===== src/rtl/pps_fec_pkg.sv =====
package pps_fec_pkg;

    typedef enum logic [0:0] {
        ST_SEED = 1'b0,
        ST_RUN  = 1'b1
    } fec_state_e;

endpackage


===== src/rtl/pps_edge_sync.sv =====
module pps_edge_sync #(
    parameter int SYNC_STAGES = 2
) (
    input  logic clk,
    input  logic rst,
    input  logic async_in,
    output logic rise
);

    logic [SYNC_STAGES-1:0] sync_q;
    logic                   last_q;

    always_ff @(posedge clk or posedge rst) begin
        if (rst) begin
            sync_q <= '0;
            last_q <= 1'b0;
        end else begin
            sync_q <= {sync_q[SYNC_STAGES-2:0], async_in};
            last_q <= sync_q[SYNC_STAGES-1];
        end
    end

    assign rise = sync_q[SYNC_STAGES-1] & ~last_q;


    rise_single_chk: assert property (@(posedge clk) disable iff (rst)
        rise |=> !rise);

endmodule


===== src/rtl/pps_free_counter.sv =====
module pps_free_counter #(
    parameter int W = 32
) (
    input  logic         clk,
    input  logic         rst,
    output logic [W-1:0] count
);

    logic [W-1:0] cnt_q;

    always_ff @(posedge clk or posedge rst) begin
        if (rst) cnt_q <= '0;
        else     cnt_q <= cnt_q + W'(1);
    end

    assign count = cnt_q;


    free_run_chk: assert property (@(posedge clk) disable iff (rst)
        1'b1 |=> (cnt_q == $past(cnt_q) + W'(1)));

endmodule


===== src/rtl/pps_interval.sv =====
module pps_interval #(
    parameter int CNT_W = 32
) (
    input  logic [CNT_W-1:0]  count,
    input  logic [CNT_W-1:0]  prev,
    input  logic [CNT_W-1:0]  nominal,
    output logic signed [CNT_W:0] err_sec
);

    logic [CNT_W-1:0] span;

    always_comb begin
        span    = count - prev;
        err_sec = $signed({1'b0, span}) - $signed({1'b0, nominal});
    end

endmodule


===== src/rtl/pps_err_accum.sv =====
module pps_err_accum
    import pps_fec_pkg::*;
#(
    parameter int CNT_W = 32,
    parameter int AVG_W = 16,
    localparam int ACC_W = CNT_W + AVG_W + 1
) (
    input  logic                    clk,
    input  logic                    rst,
    input  logic                    rise,
    input  logic [CNT_W-1:0]        count,
    input  logic signed [CNT_W:0]   err_sec,
    input  logic [AVG_W-1:0]        avg_len,
    output logic [CNT_W-1:0]        cap_out,
    output logic signed [ACC_W-1:0] sum_out,
    output logic                    valid_out
);

    fec_state_e state_q, state_d;

    logic [CNT_W-1:0]        cap_q;
    logic signed [ACC_W-1:0] acc_q;
    logic signed [ACC_W-1:0] err_q;
    logic [AVG_W-1:0]        sec_q;
    logic                    valid_q;

    logic [AVG_W:0]          len_eff;
    logic [AVG_W:0]          sec_next;
    logic signed [ACC_W-1:0] acc_sum;
    logic                    close;

    always_comb begin
        len_eff  = (avg_len == '0) ? (AVG_W+1)'(1) : {1'b0, avg_len};
        sec_next = {1'b0, sec_q} + (AVG_W+1)'(1);
        acc_sum  = acc_q + ACC_W'(err_sec);
        close    = (sec_next >= len_eff);
    end

    // state register
    always_ff @(posedge clk or posedge rst) begin
        if (rst) state_q <= ST_SEED;
        else     state_q <= state_d;
    end

    // next state
    always_comb begin
        state_d = state_q;
        unique case (state_q)
            ST_SEED: if (rise) state_d = ST_RUN;
            ST_RUN:  state_d = ST_RUN;
        endcase
    end

    // outputs and datapath
    always_ff @(posedge clk or posedge rst) begin
        if (rst) begin
            cap_q   <= '0;
            acc_q   <= '0;
            err_q   <= '0;
            sec_q   <= '0;
            valid_q <= 1'b0;
        end else begin
            valid_q <= 1'b0;
            if (rise) begin
                cap_q <= count;
                unique case (state_q)
                    ST_SEED: begin
                        acc_q <= '0;
                        sec_q <= '0;
                    end
                    ST_RUN: begin
                        if (close) begin
                            err_q   <= acc_sum;
                            valid_q <= 1'b1;
                            acc_q   <= '0;
                            sec_q   <= '0;
                        end else begin
                            acc_q <= acc_sum;
                            sec_q <= sec_next[AVG_W-1:0];
                        end
                    end
                endcase
            end
        end
    end

    assign cap_out   = cap_q;
    assign sum_out   = err_q;
    assign valid_out = valid_q;


    seed_quiet_chk: assert property (@(posedge clk) disable iff (rst)
        (state_q == ST_SEED) |=> !valid_q);


    valid_pulse_chk: assert property (@(posedge clk) disable iff (rst)
        valid_q |=> !valid_q);


    window_clear_chk: assert property (@(posedge clk) disable iff (rst)
        valid_q |-> (sec_q == '0 && acc_q == '0));


    cap_hold_chk: assert property (@(posedge clk) disable iff (rst)
        !$past(rise) |-> $stable(cap_q));

endmodule


===== src/rtl/pps_freq_err_counter.sv =====
module pps_freq_err_counter #(
    parameter int CNT_W       = 32,
    parameter int AVG_W       = 16,
    parameter int SYNC_STAGES = 2,
    localparam int ACC_W      = CNT_W + AVG_W + 1
) (
    input  logic             clk,
    input  logic             rst,
    input  logic             pps_in,
    input  logic [CNT_W-1:0] nominal_cnt,
    input  logic [AVG_W-1:0] avg_secs,
    output logic [ACC_W-1:0] err_sum,
    output logic             err_valid,
    output logic [CNT_W-1:0] raw_cap
);

    logic                  rise;
    logic [CNT_W-1:0]      count;
    logic [CNT_W-1:0]      cap;
    logic signed [CNT_W:0] err_sec;
    logic signed [ACC_W-1:0] sum;

    pps_edge_sync #(.SYNC_STAGES(SYNC_STAGES)) u_sync (
        .clk      (clk),
        .rst      (rst),
        .async_in (pps_in),
        .rise     (rise)
    );

    pps_free_counter #(.W(CNT_W)) u_cnt (
        .clk   (clk),
        .rst   (rst),
        .count (count)
    );

    pps_interval #(.CNT_W(CNT_W)) u_ival (
        .count   (count),
        .prev    (cap),
        .nominal (nominal_cnt),
        .err_sec (err_sec)
    );

    pps_err_accum #(.CNT_W(CNT_W), .AVG_W(AVG_W)) u_acc (
        .clk       (clk),
        .rst       (rst),
        .rise      (rise),
        .count     (count),
        .err_sec   (err_sec),
        .avg_len   (avg_secs),
        .cap_out   (cap),
        .sum_out   (sum),
        .valid_out (err_valid)
    );

    assign err_sum = sum;
    assign raw_cap = cap;

endmodule


===== config.mk =====
export PLATFORM = sky130hd
export DESIGN_NAME = pps_freq_err_counter
export DESIGN_NICKNAME = d
export VERILOG_FILES = /design/src/rtl/pps_fec_pkg.sv /design/src/rtl/pps_edge_sync.sv /design/src/rtl/pps_free_counter.sv /design/src/rtl/pps_interval.sv /design/src/rtl/pps_err_accum.sv /design/src/rtl/pps_freq_err_counter.sv
export SDC_FILE = /design/constraint.sdc
export NUM_CORES = 1
export LEC_CHECK = 0
export BUFFER_PORTS_ARGS = -buffer_cell sky130_fd_sc_hd__buf_4
export CORE_MARGIN = 3
export CORE_UTILIZATION = 30
export DETAILED_ROUTE_END_ITERATION = 16
export SYNTH_ARGS = -nofsm -noshare
export SYNTH_HDL_FRONTEND = slang
export SYNTH_SLANG_ARGS = --single-unit

===== constraint.sdc =====
create_clock -name clk -period 7.3 [get_ports clk]
set_input_delay 0 -clock clk [delete_from_list [all_inputs] [get_ports clk]]
set_output_delay 0 -clock clk [all_outputs]
set_load 0.02 [all_outputs]

After elaboration in Yosys (flattened, before gate mapping)
Cells that the tools add are included.

storage, ports and cells
  output and inout port bits = 82
  bits in latches = 0
  register bits = 183
  logic and storage cells = 30
  memories kept = 0
  input bits = 51
  bits in read-only memories = 0
  bits in writable memories = 0

operators by class
  magnitude comparators = 1
  multiply operators = 0
  muxes and demuxes = 10
  shift-type cells = 0
  div/mod/pow operators = 0
  reduce and logical (&&, ||, !) cells = 2
  equal/unequal tests = 0
  bitwise logic cells = 3
  add/subtract/negate cells = 5

operators with widths
  cell                   count
  $pmux 49 s2            1
  $add 49x33->49         1
  $mux 49                1
  $sub 32x32->33         1
  $add 32x1->32 const B  1
  $mux 16                2
  $pmux 16 s2            1
  $sub 32x32->32         1
  $add 16x1->17 const B  1
  $ge 17x17->1           1
  $logic_not 16->1       1
  $mux 1                 4
  $reduce_and 3->1       1
  $not 1->1              2
  $pmux 1 s2             1
  $and 1x1->1            1

Depth between registers and ports, before layout
  depth after elaboration = 6
  mapped depth = 33
  depth with buffers taken out = 33

Cells and area by module
A second synthesis with hierarchy kept.

second synthesis, totals
  cells, all modules = 1644
  area total of the unflattened synthesis = 14478.9 um2

modules (own cells, without submodules)
  module            times used  area each (um2)  cells each  seq. area each (um2)
  pps_err_accum     1           9039.9           940         3703.6
  pps_interval      1           3857.4           570         0.0
  pps_free_counter  1           1488.9           129         800.8
  pps_edge_sync     1           92.6             5           75.1

Least setup slack after synthesis
Ideal clock, no wire load.

  path type = register -> register
  from = register u_acc.cap_q[4] (netlist: u_acc.cap_out[4])
  to = register u_acc.err_q[46] (netlist: u_acc.sum_out[46])
  required time = 7.175 ns
  library setup time = 0.125 ns
  slack = 0.358 ns
  clock period less this slack = 6.942 ns
  data arrival time = 6.817 ns
  buffers on the path = 1
  stages on the path, launching flop included = 28
  cell sequence = dfrtp_1 -> inv_1 -> ha_1 -> or4_1 -> o211ai_1 -> o21ba_2 -> a221o_1 -> xor2_1 -> ha_1 -> a21oi_1 -> o21ai_0 -> or3_1 -> a221o_1 -> a31o_1 -> a21o_1 -> a2111oi_4 -> ha_1 -> clkbuf_1 -> a21o_1 -> a21o_1 -> a21o_1 -> a221o_1 -> a31oi_1 -> nand2_1 -> a21bo_2 -> a21oi_1 -> xnor2_1 -> mux2_2

between the ends
  cells in the longest elaborated chain, start to end = 3

RTL lines
  item                    line                 source
  start, declared         pps_err_accum.sv:21  logic [CNT_W-1:0] cap_q;
  start signal, assigned  pps_err_accum.sv:65  cap_q <= count;
  $sub 32x32->32          pps_interval.sv:13   span = count - prev;
  $sub 32x32->33          pps_interval.sv:14   err_sec = $signed({1'b0, span}) - $signed({1'b0, nominal});
  $add 49x33->49          pps_err_accum.sv:35  acc_sum = acc_q + ACC_W'(err_sec);
  end signal, assigned    pps_err_accum.sv:73  err_q <= acc_sum;
  end, declared           pps_err_accum.sv:23  logic signed [ACC_W-1:0] err_q;

No other way between the ends.
A chain may end at the register's enable or synchronous reset.

Worst setup path in the final report
  from = register u_cnt.cnt_q[2] (netlist: u_cnt.count[2])
  to = register u_acc.err_q[45] (netlist: u_acc.sum_out[45])

between the ends
  cells in the longest elaborated chain, start to end = 3

RTL lines
  item                    line                    source
  start, declared         pps_free_counter.sv:9   logic [W-1:0] cnt_q;
  start signal, assigned  pps_free_counter.sv:13  else cnt_q <= cnt_q + W'(1);
  $sub 32x32->32          pps_interval.sv:13
  $sub 32x32->33          pps_interval.sv:14
  $add 49x33->49          pps_err_accum.sv:35

No other way between the ends.

==> qor.txt <==
outcome = completed
Hold Path Class = input pin to flop
number of H-tree levels = 4
clk slew on worst S/H paths = 0.08 ns
Leak = 7.73 nW
Ant. Diodes = 0
share of cells above drive strength 1 = 14.2%
full die area = 46,800 sq um
CTS sink count = 183
worst ir drop on vdd = 216 uV
largest family of logic cells by synthesized area = compound AO/OA/AOI/OAI gates
Max FO, Critical Path = 7
max-cap viol count = 0
DR vias = 11,103
PD cells = 345 nW/um^2
Tot GR Track Use = 15.1%
Yosys warnings = 0
syn_nets = 1,699
Final Util = 36.4%
drt pass-1 iters = 5
Worst setup SP type = flop
fin worst setup slack = 0.365 ns
maximum clock frequency = 144 MHz
RePlAce Congestion = 0.851
CP endpoint kind = flop
hold path startpoint = nominal_cnt[0]
number of buffers created by CTS = 17
grt ovf = 0
initial antenna violation count = 0
most frequent cells in the layout = nand2_1 (204), dfrtp_1 (182), buf_4 (151)
pre-CTS setup slack = 0.0839 ns
Final HPWL DP = 26,500 um
Distinct cells, synth = 61
Layout Area Growth over Synthesis = 18.8%
largest net degree at the start of global routing = 80
Routed WL = 35,100 um
CTS tree = yes
Synth Area in Adders = 13.0%
Pwr Total = 5.45 mW
Port Buf Inserts = 132
post-route minimum period = 6.93 ns
Initial Util = 30.6%
later-pin clock latency in the skew report = 0.46 ns
Tcrit/Tclk final = 95.0%
clk buf depth = 2
Critical Path AT = 7.28 ns
wire per inst = 15.7 um
first-pass GRT wire length = 57,700 um
Hold Vio Cnt, Final = 0
WP buf/inv = 1
Post-DRT Antenna Nets = 0
number of DRC violations after detailed-routing iteration 0 = 567
FFs w/ async S/R, synth = 100%
Core Area = 43,400 sq um
Setup Viol. Count Final = 0
Top cell by count, worst path = a21oi_1
# IOs = 133
Post-Synth XOR/XNOR Area = 9.56%
Post-synth EDFFs = 0
Worst path top cell family by delay = compound AO/OA/AOI/OAI gates
via density per instance = 4.97
Synth Area in Compound Gates = 22.5%
CP max stage cell = dfrtp_1
Site Rows = 76
flops & latches, synth = 183
Slew @ Worst Pin = 0.818 ns
Die Y = 216 um
CTS root buf = clkbuf_16
r2r startpoint = u_cnt.count[2]
Slew HR = 45.5%
register area share after synthesis = 34.5%
post-layout net count = 1,825
fillers = 4,384
Seq. cell area = 4580 sq um
most common cell after layout, fill and taps aside = nand2_1
DRC = 0
syn_area_per_cell = 8.78 sq um
mux contribution to synthesized area = 1.35%
Multi-input gate area = 8240 sq um
Cells after Synth = 1,512
ys flop type = dfrtp_1
Slew Viols, Final = 0
required time of the critical path = 7.65 ns
CP peak stage delay = 0.46 ns
CP Class = flop to flop
skew final = 0.0112 ns
Die X-Extent = 216 um
vias in the first global route = 11,182
Setup crit start = u_cnt.count[2]
simple-gate portion of the synthesized area = 14.6%
synthesized area = 13,300 sq um
worst paths after layout:
path,to,slack (ns),cells after the start
worst max-delay path,u_acc.sum_out[45],0.37,29
worst min-delay path,u_acc.sum_out[0],0.16,6
worst max register to register,u_acc.sum_out[45],0.37,29
worst min register to register,u_sync.sync_q[1],0.36,0
max in group asynchronous,u_acc.acc_q[48],5.33,5
min in group asynchronous,u_acc.cap_out[28],0.17,3
layout make-up:
type / count / share of cell area [%]
clock buffer: 17 / 2.70
inverter: 112 / 2.71
clock inverter: 15 / 1.28
sequential: 183 / 29.0
tap: 585 / 4.64
multi-input combinational: 1170 / 52.2
timing repair buffer: 154 / 7.38
cell usage after synthesis, drive strengths merged, types with 2 or more instances:
master / count / area share (%)
ha: 133 / 13
a31oi: 15 / 0.71
fa: 3 / 0.45
nand4: 23 / 1.1
clkbuf: 43 / 1.2
and2: 3 / 0.14
a41oi: 3 / 0.20
a22o: 59 / 3.9
a221o: 6 / 0.45
a31o: 2 / 0.13
nor2: 68 / 1.9
o21bai: 21 / 1.2
a2111oi: 3 / 0.34
nand2b: 17 / 0.80
nor4: 5 / 0.24
o31a: 9 / 0.59
a41o: 2 / 0.15
o21a: 15 / 0.85
a21o: 49 / 2.8
a211oi: 12 / 0.68
xor2: 36 / 2.4
a21boi: 2 / 0.11
and3: 20 / 0.94
or4: 2 / 0.11
o211ai: 13 / 0.73
nand3: 36 / 1.4
nor3: 12 / 0.45
o22ai: 5 / 0.24
mux2: 15 / 1.3
o21ba: 2 / 0.15
a21oi: 110 / 4.1
nand2: 204 / 5.8
o221ai: 2 / 0.13
nor2b: 17 / 0.80
o31ai: 4 / 0.23
dfrtp: 183 / 34
o21ai: 101 / 3.8
buf: 4 / 0.13
inv: 112 / 3.2
a211o: 5 / 0.33
nand3b: 2 / 0.11
and4: 9 / 0.59
or3: 3 / 0.14
xnor2: 109 / 7.2
flip-flops by register name (all words and copies together) (netlist names):
signal           flops
u_acc.acc_q         49
u_acc.sum_out       49
u_acc.cap_out       32
u_cnt.count         32
u_acc.sec_q         16
u_sync.sync_q        2
u_acc.state_q        1
u_acc.valid_out      1
u_sync.last_q        1
where the power goes:
part | switching, mW | total, mW | internal, mW
combinational | 1.81 | 3.16 | 1.35
sequential | 0.104 | 1.27 | 1.16
clock | 0.465 | 1.02 | 0.554
total | 2.38 | 5.45 | 3.07
tightest hold or removal path, cell delays in order:
cell and delay, ns:
buf_4 0.08, ha_1 0.22, inv_1 0.05, ha_1 0.14
nand2_1 0.05, nand2_1 0.05
logic make-up after synthesis:
family                     count (synthesis)
AOI/OAI and AO/OA                        450
xor gates and xnor gates                 145
adders and majority gates                136
buffers and inverters                    159
DFF                                      183
muxes                                     16
and+or+nand+nor                          423
per-stage QoR:
stage,instance area [sq um],TNS [ns],hold slack [ns],instances
6_report,15800,0,0.160,2236
3_3_place_gp,14900,0,0.112,2196
4_1_cts,15600,0,0.140,2230
3_5_place_dp,14900,0,0.113,2196
2_1_floorplan,13300,0,0.0314,1512
5_1_grt,15800,-0.148,0.187,2236
timing repair:
| item | in CTS | in global routing |
|---|---|---|
| setup endpoints to repair | 0 | 26 |
| hold endpoints to repair | 79 | 0 |
| hold buffers | 2 | 0 |
| setup buffers | 0 | 6 |
| gates resized for setup | 0 | 32 |
per-layer routing:
| layer | part of all wire, % | track usage (%) |
|---|---|---|
| met5 | 0 | 0 |
| met4 | 1.7 | 4.77 |
| met3 | 3.5 | 2.52 |
| met2 | 45 | 24.6 |
| met1 | 49 | 20.4 |
(Power assumes the default switching activity.)
